--- src/rtl/wdg_pkg.sv ---
package wdg_pkg;

   typedef enum logic [1:0] {
      WDG_OFF     = 2'b00,
      WDG_WINDOW  = 2'b01,
      WDG_TIMEOUT = 2'b10
   } wdg_mode_e;

   localparam logic [1:0] SYS_STANDBY = 2'b01;
   localparam logic [1:0] SYS_NORMAL  = 2'b11;

endpackage

--- src/rtl/wdg_mode_sel.sv ---
module wdg_mode_sel
   import wdg_pkg::*;
(
   input  logic [1:0] sys_mode_i,
   input  logic       mode_ctl_i,
   output wdg_mode_e  mode_o
);

   always_comb begin
      mode_o = WDG_OFF;
      if (sys_mode_i == SYS_NORMAL)
         mode_o = mode_ctl_i ? WDG_TIMEOUT : WDG_WINDOW;
      else if (sys_mode_i == SYS_STANDBY && !mode_ctl_i)
         mode_o = WDG_TIMEOUT;
   end

endmodule

--- src/rtl/wdg_period_lut.sv ---
module wdg_period_lut #(
   parameter int BASE_TICKS = 8,
   parameter int CODE_W     = 3,
   parameter int LIM_W      = 11
) (
   input  logic [CODE_W-1:0] code_i,
   output logic [LIM_W-1:0]  limit_o,
   output logic [LIM_W-1:0]  half_o
);

   localparam int N_CODES = 1 << CODE_W;

   logic [LIM_W-1:0] tbl [N_CODES];

   // Doubling table, one entry per code.
   for (genvar i = 0; i < N_CODES; i++) begin : g_tbl
      assign tbl[i] = LIM_W'(BASE_TICKS) << i;
   end

   assign limit_o = tbl[code_i];
   assign half_o  = limit_o >> 1;

endmodule

--- src/rtl/wdg_counter.sv ---
module wdg_counter
   import wdg_pkg::*;
#(
   parameter int LIM_W = 11
) (
   input  logic             clk_i,
   input  logic             rst_ni,
   input  wdg_mode_e        mode_i,
   input  logic             mode_chg_i,
   input  logic             tick_i,
   input  logic             trig_i,
   input  logic             code_chg_i,
   input  logic [LIM_W-1:0] limit_i,
   input  logic [LIM_W-1:0] half_i,
   output logic             fire_o,
   output logic             early_o,
   output logic [LIM_W-1:0] cnt_o
);

   logic [LIM_W-1:0] cnt_q, cnt_d;

   always_comb begin
      cnt_d   = cnt_q;
      fire_o  = 1'b0;
      early_o = 1'b0;
      if (mode_chg_i || mode_i == WDG_OFF) begin
         cnt_d = '0;
      end else if (trig_i) begin
         cnt_d = '0;
         if (!code_chg_i && mode_i == WDG_WINDOW && cnt_q < half_i) begin
            fire_o  = 1'b1;
            early_o = 1'b1;
         end
      end else if (tick_i) begin
         if (cnt_q == limit_i - 1'b1) begin
            fire_o = 1'b1;
            cnt_d  = '0;
         end else begin
            cnt_d = cnt_q + 1'b1;
         end
      end
   end

   always_ff @(posedge clk_i or negedge rst_ni) begin
      if (!rst_ni) cnt_q <= '0;
      else         cnt_q <= cnt_d;
   end

   assign cnt_o = cnt_q;

endmodule

--- src/rtl/wdg_supervisor.sv ---
module wdg_supervisor
   import wdg_pkg::*;
#(
   parameter int          BASE_TICKS = 8,
   parameter int          CODE_W     = 3,
   parameter logic [CODE_W-1:0] RST_CODE = 3'b100,
   localparam int         LIM_W      = $clog2((BASE_TICKS << ((1 << CODE_W) - 1)) + 1)
) (
   input  logic              clk_i,
   input  logic              rst_ni,
   input  logic              tick_i,
   input  logic [1:0]        sys_mode_i,
   input  logic              mode_ctl_i,
   input  logic              trig_i,
   input  logic [CODE_W-1:0] trig_per_i,
   input  logic              stat_rd_i,
   output logic              rst_req_o,
   output logic              wd_flag_o,
   output logic              cause_early_o,
   output logic [1:0]        wd_mode_o,
   output logic [CODE_W-1:0] per_sel_o
);

   if (BASE_TICKS < 2 || (BASE_TICKS % 2) != 0) begin : g_chk_base
      $error("wdg_supervisor: BASE_TICKS must be even and at least 2");
   end
   if (CODE_W < 1 || CODE_W > 4) begin : g_chk_code
      $error("wdg_supervisor: CODE_W must be 1..4");
   end

   wdg_mode_e         mode_now, mode_q;
   logic [CODE_W-1:0] per_q;
   logic [LIM_W-1:0]  limit, half, cnt;
   logic              fire, early, code_chg;
   logic              req_q, flag_q, early_q;

   wdg_mode_sel u_mode (
      .sys_mode_i (sys_mode_i),
      .mode_ctl_i (mode_ctl_i),
      .mode_o     (mode_now)
   );

   wdg_period_lut #(
      .BASE_TICKS (BASE_TICKS),
      .CODE_W     (CODE_W),
      .LIM_W      (LIM_W)
   ) u_lut (
      .code_i  (per_q),
      .limit_o (limit),
      .half_o  (half)
   );

   assign code_chg = trig_i && (trig_per_i != per_q);

   wdg_counter #(.LIM_W(LIM_W)) u_cnt (
      .clk_i      (clk_i),
      .rst_ni     (rst_ni),
      .mode_i     (mode_now),
      .mode_chg_i (mode_now != mode_q),
      .tick_i     (tick_i),
      .trig_i     (trig_i),
      .code_chg_i (code_chg),
      .limit_i    (limit),
      .half_i     (half),
      .fire_o     (fire),
      .early_o    (early),
      .cnt_o      (cnt)
   );

   always_ff @(posedge clk_i or negedge rst_ni) begin
      if (!rst_ni) begin
         mode_q  <= WDG_OFF;
         per_q   <= RST_CODE;
         req_q   <= 1'b0;
         flag_q  <= 1'b0;
         early_q <= 1'b0;
      end else begin
         mode_q <= mode_now;
         req_q  <= fire;
         if (trig_i) per_q <= trig_per_i;
         if (fire) begin
            flag_q  <= 1'b1;
            early_q <= early;
         end else if (stat_rd_i) begin
            flag_q <= 1'b0;
         end
      end
   end

   assign rst_req_o     = req_q;
   assign wd_flag_o     = flag_q;
   assign cause_early_o = early_q;
   assign wd_mode_o     = mode_now;
   assign per_sel_o     = per_q;

endmodule

--- config.mk ---
export PLATFORM = sky130hd
export DESIGN_NAME = wdg_supervisor
export DESIGN_NICKNAME = d
export VERILOG_FILES = /design/src/rtl/wdg_pkg.sv /design/src/rtl/wdg_mode_sel.sv /design/src/rtl/wdg_period_lut.sv /design/src/rtl/wdg_counter.sv /design/src/rtl/wdg_supervisor.sv
export SDC_FILE = /design/constraint.sdc
export NUM_CORES = 1
export LEC_CHECK = 0
export BUFFER_PORTS_ARGS = -buffer_cell sky130_fd_sc_hd__clkbuf_2
export CAP_MARGIN = 20
export CORE_MARGIN = 4
export CORE_UTILIZATION = 56
export CTS_CLUSTER_SIZE = 12
export DETAILED_ROUTE_END_ITERATION = 6
export PLACE_DENSITY = 0.9
export SLEW_MARGIN = 20
export SYNTH_ARGS = -nofsm -noshare
export SYNTH_HDL_FRONTEND = slang
export SYNTH_SLANG_ARGS = --single-unit
--- constraint.sdc ---
create_clock -name clk_i -period 3.3 [get_ports clk_i]
set_clock_uncertainty 0.2 [all_clocks]
set_input_delay 0.66 -clock clk_i [delete_from_list [all_inputs] [get_ports clk_i]]
set_output_delay 0.66 -clock clk_i [all_outputs]
set_load 0.02 [all_outputs]
==> results.toml <==
[run_status]
status = "completed"

[clocking]
post_cts_buffers = 0
h-tree-depth = 1
clk_latency_ns = 0.31
cts_tree = "built"
root_buffer = "clkbuf_4"
clock_sinks = 19
clkTransAtPathRegs_ns = 0.11
numCtsBuffers = 3
cts_hold_buf = 0
cts_resized = 0
clk_path_buf_depth = 2

[worst_setup_path]
critPathRequiredTime_ns = 3.33
crit_fanout = 15
cp_slowest_stage_delay_ns = 0.72
crit_arrival_ns = 2.83
slowest_stage = "dfstp_2"
critPathTopFamily = "compound AO/OA/AOI/OAI gates"
crit_buf_inv = 1
critPathLaunchType = "register"
critPathCaptureType = "register"
cp_cell_sequence = "inv_1 > or3_1 > ha_1 > nand4b_1 > o2111ai_1 > a2111oi_0 > o31ai_1 > o21ai_0"
r2r_slack_ns = 0.50
critPathKind = "register to register"

[sta]
final.min_clock_period_ns = 2.80
rsz0062_at_grt = "false"
drv_slew = 0
period_share_pct = 84.8
finalSetupViolCount = 0
fin_ws_ns = 0.500
max_freq_mhz = 357
maxSlewHeadroom_pct = 47.7
tightest_slew_ns = 0.778
tns_ns = 0
finalHoldViolCount = 0

[synthesis]
ys_seq_elements = 19
yosysTopAreaCell = "dfrtp_1"
synthArstFlopShare_pct = 100
syn_inst = 158
synth_top_area_share_pct = 33.0
yosysMostFrequentCell = "dfrtp_1"
ys_top_cells_by_count = "dfrtp_1, nand3_1, nand2_1"
synth_edf_count = 0
ys_seq_area_share_pct = 34.9
syn_area_per_cell_sq_um = 8.65
synth_cell_types = 47
ys_warn_count = 0
synthFlopType = "dfrtp_1"
synth_area_sq_um = 1370
syn_nets = 177
synth_area_leaders = "dfrtp_1, ha_1, nand3_1, or3_1, nand2_1"

[global_routing]
antenna_found_initial = 0
grt_usage_pct = 21.5
grt_pass1_wl_um = 5620
overflow = 0
grt_max_degree = 20
grt_pass1_vias = 1233

[job]
maxCapViolCount = 0

[floorplan]
rows = 17
die_area_sq_um = 3290
die_w_um = 57.4
core_area_sq_um = 2280
initial_core_util_pct = 60.0
die_h_um = 57.4
io_pins = 19

[place]
dp_slack_ns = 0.498
hpwl_um = 2430
placed_area_sq_um = 1450
placed_cells = 195
gp_congestion = 0.862
numPortBuffers = 18

[power_and_ir_drop]
peakVddDrop_v = 0.000338
leakagePower_nw = 0.650
cellPowerDensity_nw_per_um2 = 306

[finish]
fin_area_sq_um = 1470
final_layout_size_suffix_gt1_share_pct = 15.8
final_cell_count_no_fill = 199
diodes = 0
syn2layout_area_growth_pct = 7.78
final_nets = 191

[routing]
route.detailed.drc = 0
first_pass_iters = 4
drt_iter0_markers = 36
viasPerCell = 6.42
drtAntennaViolNets = 0
routed-via-count = 1277
post_drt_wl_per_cell_um = 16.8
routed_wl_um = 3350

[min_path]
hp-class = "primary input to asynchronous set/reset pin"
==> cells by family after synthesis <==
| kind of cell | after synthesis | synth area share, % |
|---|---|---|
| buf+inv | 16 | 5.22 |
| flops | 19 | 34.9 |
| compound gates | 34 | 17.9 |
| fa+ha+maj | 8 | 7.33 |
| xor+xnor | 5 | 3.20 |
| mux | 2 | 1.56 |
| simple gates | 74 | 29.9 |
==> per-layer routing <==
| layer | vias to the layer above | track usage (%) | share of wire [%] |
|---|---|---|---|
| met5 | - | 0 | 0 |
| met4 | 0 | 8.61 | 1.3 |
| met3 | 5 | 4.52 | 5.3 |
| met2 | 40 | 33.9 | 49 |
| met1 | 617 | 28.6 | 45 |
| li1 | 615 | - | - |
==> per-stage QoR <==
stage / power [mW] / hold slack [ns] / utilization [%]
4_1_cts: 0.456 / 0.0860 / 64.7
3_3_place_gp: 0.325 / 0.295 / 63.6
2_1_floorplan: 0.304 / 0.164 / -
5_1_grt: 0.472 / 0.102 / 64.7
6_report: 0.450 / 0.0876 / 64.7
3_5_place_dp: 0.330 / 0.312 / 63.6
==> sequential cells by signal, indices dropped and copies added (netlist names) <==
register       cells
u_cnt.cnt_o       11
per_sel_o          3
mode_q             2
cause_early_o      1
rst_req_o          1
wd_flag_o          1
==> path summary, 6_finish.rpt <==
kind | endpoint | from | cells after the start
worst max-delay path | cause_early_o | per_sel_o[2] | 8
worst min-delay path | wd_flag_o | rst_ni | 1
worst max register to register | cause_early_o | per_sel_o[2] | 8
worst min register to register | wd_flag_o | wd_flag_o | 2
max in group asynchronous | per_sel_o[2] | rst_ni | 1
min in group clk_i | wd_flag_o | wd_flag_o | 2
==> final cells by class <==
| cell class | count | area (sq um) |
|---|---|---|
| Fill cell | 194 | 803 |
| Tap cell | 28 | 35.0 |
| Timing Repair Buffer | 18 | 90.1 |
| Sequential cell | 19 | 477 |
| Multi-Input combinational cell | 123 | 818 |
| Clock buffer | 4 | 26.3 |
| Inverter | 7 | 26.3 |
==> power by group <==
part	internal (mW)	leakage (nW)	total (mW)	switching, mW
logic	0.0274	0.384	0.0714	0.0440
registers	0.239	0.251	0.256	0.0169
clock network	0.0472	0.0150	0.124	0.0763
total	0.313	0.650	0.450	0.137
==> layout by cell type (no fill, tap or decap), drive strengths merged, types with 4 or more instances in the layout <==
cell    netlist  layout
clkbuf        5      22
dfrtp        18      18
nand3        14      14
nand2        13      13
nor2         11      11
o21ai        11      11
or3           9       9
ha            8       8
inv           7       7
a21oi         6       6
xor2          5       5
nor4          5       5
nand2b        4       4
Power figures use the tool's default switching activity.
